### config.mk
export PLATFORM = sky130hd
export DESIGN_NAME = spdin_cond
export DESIGN_NICKNAME = d
export VERILOG_FILES = /design/src/rtl/spdin_pkg.sv /design/src/rtl/spdin_sync.sv /design/src/rtl/spdin_level_timer.sv /design/src/rtl/spdin_rate_mon.sv /design/src/rtl/spdin_cond.sv
export SDC_FILE = /design/constraint.sdc
export NUM_CORES = 1
export LEC_CHECK = 0
export ABC_AREA = 0
export BUFFER_PORTS_ARGS = -buffer_cell sky130_fd_sc_hd__buf_4
export CORE_MARGIN = 2
export CORE_UTILIZATION = 23
export CTS_CLUSTER_SIZE = 8
export DETAILED_ROUTE_END_ITERATION = 10
export PLACE_DENSITY = 0.48
export REMOVE_ABC_BUFFERS = 1
export SLEW_MARGIN = 0
export SYNTH_ARGS = -nofsm -noshare
export SYNTH_HDL_FRONTEND = slang
export SYNTH_HIERARCHICAL = 1
export SYNTH_SLANG_ARGS = --single-unit
export TNS_END_PERCENT = 10
### constraint.sdc
create_clock -name clk -period 2.3 [get_ports clk]
set_input_delay 0.345 -clock clk [delete_from_list [all_inputs] [get_ports clk]]
set_output_delay 0.345 -clock clk [all_outputs]
set_load 0.03 [all_outputs]
### src/rtl/spdin_pkg.sv
package spdin_pkg;

  typedef enum logic [1:0] {
    MD_OFFICE_SAVE = 2'b00,
    MD_OFFICE_TACH = 2'b01,
    MD_FAN_TACH    = 2'b10,
    MD_FAN_SAVE    = 2'b11
  } spd_mode_e;

  typedef struct packed {
    logic fan_style;
    logic low_power;
  } mode_cfg_t;

  function automatic mode_cfg_t decode_mode(input logic [1:0] code);
    mode_cfg_t cfg;
    case (spd_mode_e'(code))
      MD_OFFICE_SAVE: cfg = '{fan_style: 1'b0, low_power: 1'b1};
      MD_OFFICE_TACH: cfg = '{fan_style: 1'b0, low_power: 1'b0};
      MD_FAN_TACH:    cfg = '{fan_style: 1'b1, low_power: 1'b0};
      default:        cfg = '{fan_style: 1'b1, low_power: 1'b1};
    endcase
    return cfg;
  endfunction

endpackage

### src/rtl/spdin_sync.sv
module spdin_sync #(
  parameter int   STAGES  = 2,
  parameter logic RST_VAL = 1'b1
) (
  input  logic clk,
  input  logic rst_n,
  input  logic d,
  output logic q
);

  logic [STAGES-1:0] stg_q;

  for (genvar i = 0; i < STAGES; i++) begin : g_stage
    if (i == 0) begin : g_first
      always_ff @(posedge clk or negedge rst_n) begin
        if (!rst_n) stg_q[0] <= RST_VAL;
        else        stg_q[0] <= d;
      end
    end else begin : g_next
      always_ff @(posedge clk or negedge rst_n) begin
        if (!rst_n) stg_q[i] <= RST_VAL;
        else        stg_q[i] <= stg_q[i-1];
      end
    end
  end

  assign q = stg_q[STAGES-1];

endmodule

### src/rtl/spdin_level_timer.sv
// Counts consecutive cycles of a level; flags expiry once LIMIT is reached
// and drops the flag in the cycle after the level goes away.
module spdin_level_timer #(
  parameter int LIMIT = 125000,
  parameter int REQ   = 2
) (
  input  logic clk,
  input  logic rst_n,
  input  logic lvl,
  output logic expired
);

  localparam int CW = $clog2(LIMIT + 1);
  localparam logic [CW-1:0] LIM_C = CW'(LIMIT);

  logic [CW-1:0] cnt_q, cnt_d;
  logic          exp_q, exp_d;

  always_comb begin
    cnt_d = cnt_q;
    exp_d = exp_q;
    if (lvl) begin
      if (cnt_q != LIM_C) cnt_d = cnt_q + CW'(1);
      exp_d = exp_q | (cnt_d == LIM_C);
    end else begin
      cnt_d = '0;
      exp_d = 1'b0;
    end
  end

  always_ff @(posedge clk or negedge rst_n) begin
    if (!rst_n) begin
      cnt_q <= '0;
      exp_q <= 1'b0;
    end else begin
      cnt_q <= cnt_d;
      exp_q <= exp_d;
    end
  end

  assign expired = exp_q;

  // REQ selects which requirement tag the checks report under
  if (REQ == 2) begin : g_chk_pulse
    assert_rise_needs_level_R2: assert property (@(posedge clk) disable iff (!rst_n)
      $rose(exp_q) |-> $past(lvl));
    assert_expiry_saturated_R2: assert property (@(posedge clk) disable iff (!rst_n)
      exp_q |-> (cnt_q == LIM_C));
  end else begin : g_chk_level
    assert_rise_needs_level_R3: assert property (@(posedge clk) disable iff (!rst_n)
      $rose(exp_q) |-> $past(lvl));
    assert_expiry_saturated_R3: assert property (@(posedge clk) disable iff (!rst_n)
      exp_q |-> (cnt_q == LIM_C));
  end

endmodule

### src/rtl/spdin_rate_mon.sv
// Measures on-start to on-start interval and on-time of the synchronized
// active-low command and flags a slow or very narrow command.
module spdin_rate_mon #(
  parameter int PERIOD_CYC = 6666,
  parameter int MIN_ON_CYC = 75
) (
  input  logic clk,
  input  logic rst_n,
  input  logic s_pwm,
  output logic low_rate
);

  localparam int PW = $clog2(PERIOD_CYC + 1);
  localparam int OW = $clog2(MIN_ON_CYC + 1);
  localparam logic [PW-1:0] PMAX = PW'(PERIOD_CYC);
  localparam logic [OW-1:0] OMIN = OW'(MIN_ON_CYC);

  logic          s_d_q;
  logic [PW-1:0] per_q, per_d;
  logic [OW-1:0] on_q, on_d;
  logic          slow_q, slow_d;
  logic          narrow_q, narrow_d;
  logic          on_start, on_end;

  assign on_start = s_d_q & ~s_pwm;
  assign on_end   = ~s_d_q & s_pwm;

  always_comb begin
    per_d    = per_q;
    slow_d   = slow_q;
    on_d     = on_q;
    narrow_d = narrow_q;
    if (on_start) begin
      per_d  = PW'(1);
      slow_d = (per_q == PMAX);
    end else begin
      if (per_q != PMAX) per_d = per_q + PW'(1);
      slow_d = slow_q | (per_q == PMAX);
    end
    if (s_pwm) begin
      on_d = '0;
      if (on_end) narrow_d = (on_q < OMIN);
    end else if (on_q != OMIN) begin
      on_d = on_q + OW'(1);
    end
  end

  always_ff @(posedge clk or negedge rst_n) begin
    if (!rst_n) begin
      s_d_q    <= 1'b1;
      per_q    <= '0;
      on_q     <= '0;
      slow_q   <= 1'b0;
      narrow_q <= 1'b0;
    end else begin
      s_d_q    <= s_pwm;
      per_q    <= per_d;
      on_q     <= on_d;
      slow_q   <= slow_d;
      narrow_q <= narrow_d;
    end
  end

  assign low_rate = slow_q | narrow_q;

  assert_slow_needs_limit_R7: assert property (@(posedge clk) disable iff (!rst_n)
    $rose(slow_q) |-> ($past(per_q) == PMAX));
  assert_narrow_at_on_end_R7: assert property (@(posedge clk) disable iff (!rst_n)
    !$stable(narrow_q) |-> $past(on_end));

endmodule

### src/rtl/spdin_cond.sv
module spdin_cond
  import spdin_pkg::*;
#(
  parameter int CLK_HZ          = 50_000_000,
  parameter int ZERO_TIMEOUT_US = 2500,
  parameter int MIN_FREQ_HZ     = 7500,
  parameter int MIN_ON_NS       = 1500,
  parameter int SYNC_STAGES     = 2
) (
  input  logic       clk,
  input  logic       rst_n,
  input  logic       pwm_in,
  input  logic       ana_low,
  input  logic [1:0] mode,
  input  logic       brake_req,
  input  logic       stall,
  output logic       gate_en,
  output logic       duty_zero,
  output logic       duty_up,
  output logic       low_rate,
  output logic       sync_rect_ok,
  output logic       hall_bias_en,
  output logic       brake_out,
  output logic       freerun_req
);

  localparam int KHZ        = CLK_HZ / 1000;
  localparam int ZERO_CYC   = KHZ * ZERO_TIMEOUT_US / 1000;
  localparam int PERIOD_CYC = CLK_HZ / MIN_FREQ_HZ;
  localparam int MIN_ON_CYC = KHZ * MIN_ON_NS / 1_000_000;

  mode_cfg_t cfg;
  logic      s_pwm;
  logic      pwm_zero, ana_zero;
  logic      zero_d_q;

  assign cfg = decode_mode(mode);

  spdin_sync #(.STAGES(SYNC_STAGES), .RST_VAL(1'b1)) u_sync (
    .clk  (clk),
    .rst_n(rst_n),
    .d    (pwm_in),
    .q    (s_pwm)
  );

  spdin_level_timer #(.LIMIT(ZERO_CYC), .REQ(2)) u_pwm_zero (
    .clk    (clk),
    .rst_n  (rst_n),
    .lvl    (s_pwm),
    .expired(pwm_zero)
  );

  spdin_level_timer #(.LIMIT(ZERO_CYC), .REQ(3)) u_ana_zero (
    .clk    (clk),
    .rst_n  (rst_n),
    .lvl    (ana_low),
    .expired(ana_zero)
  );

  spdin_rate_mon #(.PERIOD_CYC(PERIOD_CYC), .MIN_ON_CYC(MIN_ON_CYC)) u_rate (
    .clk     (clk),
    .rst_n   (rst_n),
    .s_pwm   (s_pwm),
    .low_rate(low_rate)
  );

  always_ff @(posedge clk or negedge rst_n) begin
    if (!rst_n) zero_d_q <= 1'b0;
    else        zero_d_q <= duty_zero;
  end

  always_comb begin
    duty_zero    = pwm_zero | ana_zero;
    duty_up      = zero_d_q & ~duty_zero;
    gate_en      = ~s_pwm & ~duty_zero & ~brake_req & ~stall;
    sync_rect_ok = cfg.fan_style ? ~(low_rate | duty_zero) : 1'b1;
    hall_bias_en = ~(cfg.low_power & (duty_zero | brake_req | stall));
    brake_out    = brake_req | (duty_zero & ~cfg.fan_style);
    freerun_req  = duty_zero & cfg.fan_style & ~brake_req;
  end

  assert_pulse_zero_clears_on_low_R4: assert property (@(posedge clk) disable iff (!rst_n)
    $fell(pwm_zero) |-> !$past(s_pwm));
  assert_up_single_cycle_R4: assert property (@(posedge clk) disable iff (!rst_n)
    duty_up |=> !duty_up);
  assert_no_coast_while_brake_R6: assert property (@(posedge clk) disable iff (!rst_n)
    !(freerun_req && brake_out));

endmodule

# After elaboration in Yosys (flattened, before gate mapping)
# Index checks and enable logic that the tools add are counted.
# totals
register_bits	62
inputBits	8
# classes
n_lt_le_gt_ge	1
n_mux	15
n_eq_ne	9
reduce_logical	4
bitwise_logic	27
add_sub_neg	4
# op_table
op	n
$mux 17	6
$add 17x1->17 const B	2
$eq 17x17->1 const B	2
$ne 17x17->1 const B	2
$mux 13	2
$mux 7	2
$add 13x1->13 const B	1
$eq 13x13->1 const B	1
$ne 13x13->1 const B	1
$and 1x1->1	10
$or 1x1->1	9
$not 1->1	8
$add 7x1->7 const B	1
$lt 7x7->1 const B	1
$ne 7x7->1 const B	1
$pmux 2 s3	1
$mux 1	4
$reduce_bool 2->1	2
$eq 2x1->1 const B	1
$eq 2x2->1 const B	1
$logic_not 2->1	1
$reduce_and 2->1	1

# Longest topological paths before layout
# Gate-level depths: netlist of the first run.
# logic_depth
word_depth	6
ltp_mapped	8
ltp_nobuf	8

# By module
# The synthesis of the first run kept the hierarchy.
# by_module_without_submodules
module	n_inst	area_per_inst_um2	cells_each
spdin_level_timer	2	1149.9	117
spdin_rate_mon	1	1196.1	119
spdin_cond	1	127.6	13
spdin_sync	1	52.6	2

# Least setup slack after synthesis of the first run
# No wires, ideal clock.
# synth_path
path_kind	register -> register
start	register u_ana_zero.cnt_q[2]
end	register u_ana_zero.exp_q, in the netlist u_ana_zero/expired
t_arrival_ps	1766
path_slack_ps	468
synth_period_minus_slack_ps	1832
setup_time_ps	66
required_ps	2234
path_stages_with_launch	7
path_cell_list	dfrtp_1 > buf_6 > or4b_4 > nor4_4 > a31oi_1 > nor4b_1 > a32o_2
# synth_between
elab_chain_len	6
elab_cells_between_ends	7
cone_classes	add/sub: 1; eq/ne: 2; mux: 3; bitwise: 1
# synth_lines
item	line	source
start: declaration	spdin_level_timer.sv:16	logic [CW-1:0] cnt_q, cnt_d;
start signal: assignment	spdin_level_timer.sv:36	cnt_q <= cnt_d;
$add 17x1->17 or $ne 17x17->1 (tied branches)	spdin_level_timer.sv:23	if (cnt_q != LIM_C) cnt_d = cnt_q + CW'(1);
$mux 17 (*)	spdin_level_timer.sv:23	
$mux 17 (*)	spdin_level_timer.sv:22	if (lvl) begin
$eq 17x17->1 (*)	spdin_level_timer.sv:24	exp_d = exp_q | (cnt_d == LIM_C);
$or 1x1->1 (*)	spdin_level_timer.sv:24	
$mux 1 (*)	spdin_level_timer.sv:22	
via u_ana_zero.exp_d	spdin_level_timer.sv:17	logic exp_q, exp_d;
end signal: assignment	spdin_level_timer.sv:37	exp_q <= exp_d;
end: declaration	spdin_level_timer.sv:17	
# Mark *: on every way through the listed nets, which the timed path passes. The rest lies on a longest branch. The select of a mux whose other input is x is not followed.
# A chain may end at the register's enable or synchronous reset.

# Final worst setup path of the first run
# layout_path
start	register u_pwm_zero.cnt_q[0]
end	register u_pwm_zero.exp_q, in the netlist u_pwm_zero/expired
# layout_between
elab_chain_len	6
elab_cells_between_ends	7
cone_classes	add/sub: 1; eq/ne: 2; mux: 3; bitwise: 1
# layout_lines
item	line
start: declaration	spdin_level_timer.sv:16
start signal: assignment	spdin_level_timer.sv:36
$add 17x1->17 or $ne 17x17->1 (tied branches)	spdin_level_timer.sv:23
$mux 17 (*)	spdin_level_timer.sv:23
$mux 17 (*)	spdin_level_timer.sv:22
$eq 17x17->1 (*)	spdin_level_timer.sv:24
$or 1x1->1 (*)	spdin_level_timer.sv:24
$mux 1 (*)	spdin_level_timer.sv:22
via u_pwm_zero.exp_d	spdin_level_timer.sv:17
end signal: assignment	spdin_level_timer.sv:37
end: declaration	spdin_level_timer.sv:17
# Marks and branches as above.

==> metrics.md, run 1 <==
| Metric | Value |
|---|---|
| Pre-CTS setup slack | 0.178 ns |
| Reg power frac | 42.6% |
| Core Util, Final | 27.5% |
| Core area | 15800 µm² |
| Reg2Reg Capture Point | u_pwm_zero/expired |
| Yosys top cell area share | 40.2% |
| Final setup fails | 0 |
| Drt total wl | 7470 µm |
| First-pass GRT wire length | 12800 µm |
| Worst-Margin Slew | 0.799 ns |
| ANT cells | 0 |
| Final worst path period share | 90.8% |
| Pre-antenna DRT Iters | 5 |
| Root Driver | clkbuf_16 |
| Post-synth cell types | 57 |
| Most common cell after layout, fill and taps aside | dfrtp_1 |
| Worst Setup End Kind | flop |
| Layout cell share with drive strength beyond 1 | 20.6% |
| Io pins | 16 |
| Max_cap viols | 0 |
| Cell Area, Synth | 3680 µm² |
| Static leakage | 1.76 nW |
| Area Growth Syn to Fin | 18.1% |
| Worst-path clk slew | 0.05 ns |
| Max Fclk | 479 MHz |
| Worst Setup Start Kind | flop |
| Placer Congestion | 0.820 |
| Flop2flop setup slack | 0.21 ns |
| Setup CP Type | reg2reg |
| Total CTS buffers | 9 |
| VDD IR max | 0.000328 V |
| Final std cell area, no fill | 4340 µm² |
| CTS Buffer Depth | 2 |
| Pin count of the biggest net entering global routing | 63 |
| P per Cell Area | 641 nW/µm² |
| Worst hold path type | in2async |
| Internal power | 0.00212 W |
| Nets | 406 |
| CTS tree | done |
| Launch point of the worst path | u_pwm_zero/cnt_q[0] |
| Initial antenna violation count | 0 |
| Cells after Synth | 368 |
| Ys Warns | 6 |
| Synth async-reset ratio | 100% |
| Clock tree sinks | 62 |
| Status | finished clean |
| WHS | 0.0826 ns |
| Post-synth EDFFs | 0 |
| Antenna Nets Post-Route | 0 |
| Layout fillers | 1665 |
| Die Span Y | 130 µm |
| Normalized max-slew margin | 46.7% |
| RSZ-0062 raised after global routing | no |
| Synth area leaders | dfrtp_1, xnor2_1, and2_1 |
| Vias/cell | 4.44 |
| Seq cells post-synth | 62 |
| Sequential element share of the synthesized area | 42.3% |
| DR vias | 2709 |
| Starting Density | 23.3% |
| Skew final | 0.00418 ns |
| Setup_tns | 0 ns |
| Psw | 0.000663 W |
| DRT iter0 DRCs | 122 |
| Final worst-path setup slack | 0.211 ns |
| Hold buffers post-CTS | 0 |
| Final HPWL DP | 5100 µm |
| Primary FF master, synth | dfrtp_1 |
| Vias in the first global route | 2687 |
| Total grt overflow | 0 |
| Slew Viols, Final | 0 |
| Commonest cells after routing, fill and taps aside | dfrtp_1, nor2_1, buf_4, o21ai_0, nand3_1 |
| Syn avg cell area | 9.99 µm² |
| DRC viols | 0 |
| DP Area | 4020 µm² |
| Wire per inst | 12.2 µm |
| Worst Path Arrival | 2.36 ns |
| Combinational share of power | 7.5% |
| Synth area leader | dfrtp_1 |
| FF-to-FF Start | u_pwm_zero/cnt_q[0] |
| Tmin final | 2.09 ns |
| CP Max Fanout | 6 |
| Worst Reg-to-Reg Cells | 7 |
| Clk_lat worst skew | 0.33 ns |
| Clock Power Share | 49.9% |
| Net Sw Frac | 23.8% |
| Total track usage | 9.49% |
| Die span in x | 130 µm |
| Final hold vios | 0 |
| Die ar. | 17000 µm² |
| Number of port buffers | 15 |
| WP data required | 2.57 ns |
| H-tree levels | 3 |
| Row Count | 46 |
## layer usage
layer  vias up  wire, µm  track usage (%)
met5         -         0                0
met4         0       102             3.25
met3        11       211             3.05
met2        21      3540             15.0
met1      1314      3610             12.3
li1       1363         -                -
## logic make-up after synthesis
logic type      Yosys count  synth area share [%]
buf+inv                  25                  3.78
compound gates           72                  13.1
simple gates            168                  30.0
flops                    62                  42.3
fa+ha+maj                 9                  3.06
xor+xnor                 30                  7.15
mux                       2                 0.545
## power groups by stage
| stage | combinational (W) | clock [W] | sequential [W] |
|---|---|---|---|
| finish | 0.000209 | 0.00139 | 0.00119 |
| global route | 0.000243 | 0.00149 | 0.00119 |
| CTS | 0.000214 | 0.00144 | 0.00119 |
| detailed placement | 0.000213 | 0 | 0.00120 |
| global placement | 0.000212 | 0 | 0.00120 |
| floorplan | 0.000135 | 0 | 0.00120 |
## per-stage QoR
stage,std cells,power (W)
finish,610,0.00278
global route,610,0.00292
CTS,610,0.00283
detailed placement,594,0.00142
global placement,594,0.00141
floorplan,357,0.00133
## sequential cells by signal (all words and copies together) (netlist names)
signal              cells
u_ana_zero/cnt_q       17
u_ana_zero/expired      1
u_pwm_zero/cnt_q       17
u_pwm_zero/expired      1
u_rate/narrow_q         1
u_rate/on_q             7
u_rate/per_q           13
u_rate/s_d_q            1
u_rate/slow_q           1
u_sync/q                1
u_sync/stg_q            1
zero_d_q                1
## area by class of cell
type | instances | area (µm²) | share of cell area, %
timing repair buffer | 21 | 158 | 3.63
multi-input combinational | 281 | 1990 | 45.9
sequential | 62 | 1560 | 35.8
clock inverter | 5 | 57.6 | 1.33
clock buffer | 11 | 253 | 5.82
tap | 216 | 270 | 6.23
inverter | 14 | 52.6 | 1.21
## cell usage after synthesis (4+ instances only)
master	number
dfrtp_1	59
nor2_1	21
o21ai_0	21
nand3_1	20
xnor2_1	19
and2_1	18
a21oi_1	17
nor2b_1	16
nand2_1	15
inv_1	13
xor2_1	11
a21boi_0	9
ha_1	9
or3_1	9
nand4_1	6
buf_6	5
nand2b_1	5
nor3_1	5
nor4_1	5
nor4b_1	5
and2b_2	4
clkbuf_1	4
nand3_2	4
nand3b_1	4
o31ai_1	4
or3_2	4
or4_1	4
## timing repair
item,4_1_cts,5_1_grt
resized for setup,0,2
endpoints found under the setup margin,0,2
setup buffers,0,0
## worst max-delay path: stages, from the launching register on
cell	delay [ns]
dfrtp_1	0.42
ha_1	0.29
nand2_2	0.13
or3_4	0.38
nor3_2	0.18
xnor2_1	0.11
nor4b_2	0.28
a32o_2	0.22
## worst max path at each step
stage	end	slack (ns)
3_3_place_gp	u_ana_zero/expired	0.20
2_1_floorplan	u_pwm_zero/expired	0.48
6_report	u_pwm_zero/expired	0.21
4_1_cts	u_pwm_zero/expired	0.13
3_5_place_dp	u_pwm_zero/expired	0.18
5_1_grt	u_pwm_zero/expired	0.07
Power figures use the tool's default switching activity.
==> run 2: changes to the inputs <==
- PLACE_DENSITY: 0.48 -> not set
- PLACE_DENSITY_LB_ADDON: not set -> 0.12
- RECOVER_POWER: not set -> 100
==> run 2 against run 1 <==
Effect of this change:
- the run now ends with max-capacitance violations, max-slew violations left
- highest routed layer unchanged
- sequential share of layout area is 0.79 points higher
- combinational power is 2% lower
- count of clock-buffer cells in the layout is 1 higher
- die area stayed put
- via count is 2.3% higher
- global-route usage is 1.0 points higher
- non-clock buffer count is 1 higher
- clock power hardly changed
- sequential power hardly changed
==> metrics.md, run 2 (synthesis gave the netlist of run 1 again) <==
| Metric | Value |
|---|---|
| Status | complete, but fails checks (was finished clean) |
| Violated checks | max-capacitance violations, max-slew violations |
| Tmin final | 2.09 ns (about the same) |
| Pre-antenna DRT Iters | 4 (was 5) |
| DR vias | 2770 (was 2709) |
| Core area | 15800 µm² (unchanged) |
| Worst-Margin Slew | 1.64 ns (was 0.799 ns) |
| Nets | 407 (was 406) |
| CTS Buffer Depth | 2 (unchanged) |
| Commonest cells after routing, fill and taps aside | dfrtp_1, nand3_1, nor2_1, o21ai_0, xnor2_1 (was dfrtp_1, nor2_1, buf_4, o21ai_0, nand3_1) |
| P per Cell Area | 654 nW/µm² (was 641 nW/µm²) |
| Worst-path clk slew | 0.05 ns (about the same) |
| Static leakage | 1.70 nW (was 1.76 nW) |
| Setup CP Type | reg2out (was reg2reg) |
| Die span in x | 130 µm (unchanged) |
| Vias in the first global route | 2658 (was 2687) |
| Skew final | 0.00601 ns (was 0.00418 ns) |
| DP Area | 4030 µm² (was 4020 µm²) |
| CTS tree | done (unchanged) |
| Cts repair resizes | 0 (unchanged) |
| Layout fillers | 1728 (was 1665) |
| WP buf/inv | 2 (was 0) |
| Setup bufs post-CTS | 0 (unchanged) |
| Total grt overflow | 0 (unchanged) |
| Final worst path period share | 90.7% (was 90.8%) |
| CP Max Fanout | 6 (unchanged) |
| Normalized max-slew margin | -9.60% (was 46.7%) |
| Crit path max-delay family | buffers and inverters (was simple AND/OR/NAND/NOR gates) |
| Drt total wl | 8380 µm (was 7470 µm) |
| Starting Density | 23.3% (unchanged) |
| Vias/cell | 4.53 (was 4.44) |
| Critical-path cell list | nor2_2, inv_1, o31ai_4, clkbuf_1 (was ha_1, nand2_2, or3_4, nor3_2, xnor2_1, nor4b_2, a32o_2) |
| RSZ-0062 raised after global routing | no (unchanged) |
| Antenna Nets Post-Route | 0 (unchanged) |
| Io pins | 16 (unchanged) |
| Layout cell share with drive strength beyond 1 | 14.9% (was 20.6%) |
| WP data required | 1.96 ns (was 2.57 ns) |
| DRT iter0 DRCs | 121 (was 122) |
| Final setup fails | 0 (unchanged) |
| Worst hold path type | in2reg (was in2async) |
| DRC viols | 0 (unchanged) |
| Die ar. | 17000 µm² (unchanged) |
| Row Count | 46 (unchanged) |
| Worst Path Arrival | 1.74 ns (was 2.36 ns) |
| Die Span Y | 130 µm (unchanged) |
| Setup_tns | 0 ns (unchanged) |
| H-tree levels | 3 (unchanged) |
| Final hold vios | 0 (unchanged) |
| WHS | 0.129 ns (was 0.0826 ns) |
| Worst Setup End Kind | output pin (was flop) |
| Area Growth Syn to Fin | 15.5% (was 18.1%) |
| Placer Congestion | 0.769 (was 0.820) |
| Core Util, Final | 26.9% (was 27.5%) |
| Wire per inst | 13.7 µm (was 12.2 µm) |
| Final std cell area, no fill | 4250 µm² (was 4340 µm²) |
| Final HPWL DP | 5770 µm (was 5100 µm) |
| Total CTS buffers | 9 (unchanged) |
| Clk_lat worst skew | 0.33 ns (about the same) |
| ANT cells | 0 (unchanged) |
| Hold buffers post-CTS | 0 (unchanged) |
| First-pass GRT wire length | 13900 µm (was 12800 µm) |
| Pin count of the biggest net entering global routing | 63 (unchanged) |
| Max stage delay on crit path | 0.39 ns (was 0.42 ns) |
| Total track usage | 10.5% (was 9.49%) |
| Worst Setup Start Kind | flop (unchanged) |
| Max_cap viols | 1 (was 0) |
| Initial antenna violation count | 0 (unchanged) |
| Max Fclk | 479 MHz (about the same) |
| Root Driver | clkbuf_16 (unchanged) |
| Number of port buffers | 15 (unchanged) |
| Biggest regs | u_ana_zero/cnt_q: 17 flops, u_pwm_zero/cnt_q: 17 flops, u_rate/per_q: 13 flops (unchanged) |
| Slew Viols, Final | 63 (was 0) |
| Worst path slowest cell | dfrtp_1 (unchanged) |
| Most common cell after layout, fill and taps aside | dfrtp_1 (unchanged) |
| VDD IR max | 0.000320 V (was 0.000328 V) |
| Clock tree sinks | 62 (unchanged) |
[run 2: area by class of cell]
cell class              instances  area (µm²)  share of cell area, %
clock buffers                  12         256                   6.04
clock inverters                 4        45.0                   1.06
inverters                      14        52.6                   1.24
multi-input cells             281        1940                   45.8
flip-flops and latches         62        1560                   36.6
well taps                     216         270                   6.36
repair buffers                 22         123                   2.89
[run 2: power breakdown]
part           leakage (nW)  internal [W]  switching (W)
Clock                 0.152      0.000892       0.000493
Sequential            0.836       0.00113      0.0000556
Combinational         0.711     0.0000863       0.000118
[run 2: worst register-to-register path, delay by kind of cell (launching register included)]
kind	cells	cell delay, ns
AOI/OAI and AO/OA	1	0.21
and+or+nand+nor	4	1.18
DFF	1	0.50
xor gates and xnor gates	1	0.09
[run 2: path summary, 6_finish.rpt]
path,startpoint,to,slack (ns),cells after the start
max,u_ana_zero/expired,hall_bias_en,0.21,4
min,pwm_in,u_sync/stg_q[0],0.13,1
max reg2reg,u_ana_zero/cnt_q[4],u_ana_zero/expired,0.24,6
min reg2reg,u_sync/stg_q[0],u_sync/q,0.39,0
max in group asynchronous,rst_n,u_rate/per_q[11],0.88,1
min in group asynchronous,rst_n,u_pwm_zero/cnt_q[9],0.44,1
[run 2: metrics by stage]
step | total power, W | setup slack [ns] | std cells
global placement | 0.00143 | 0.292 | 595
floorplan | 0.00133 | 0.479 | 357
CTS | 0.00284 | 0.211 | 611
detailed placement | 0.00143 | 0.279 | 595
finish | 0.00278 | 0.214 | 611
global route | 0.00292 | 0.0614 | 611
[run 2: layer usage]
| layer | vias up | wire length, µm | global-route usage, % |
|---|---|---|---|
| met5 | - | 0 | 0 |
| met4 | 0 | 109 | 3.44 |
| met3 | 12 | 241 | 2.97 |
| met2 | 32 | 3960 | 16.8 |
| met1 | 1362 | 4060 | 13.8 |
| li1 | 1364 | - | - |
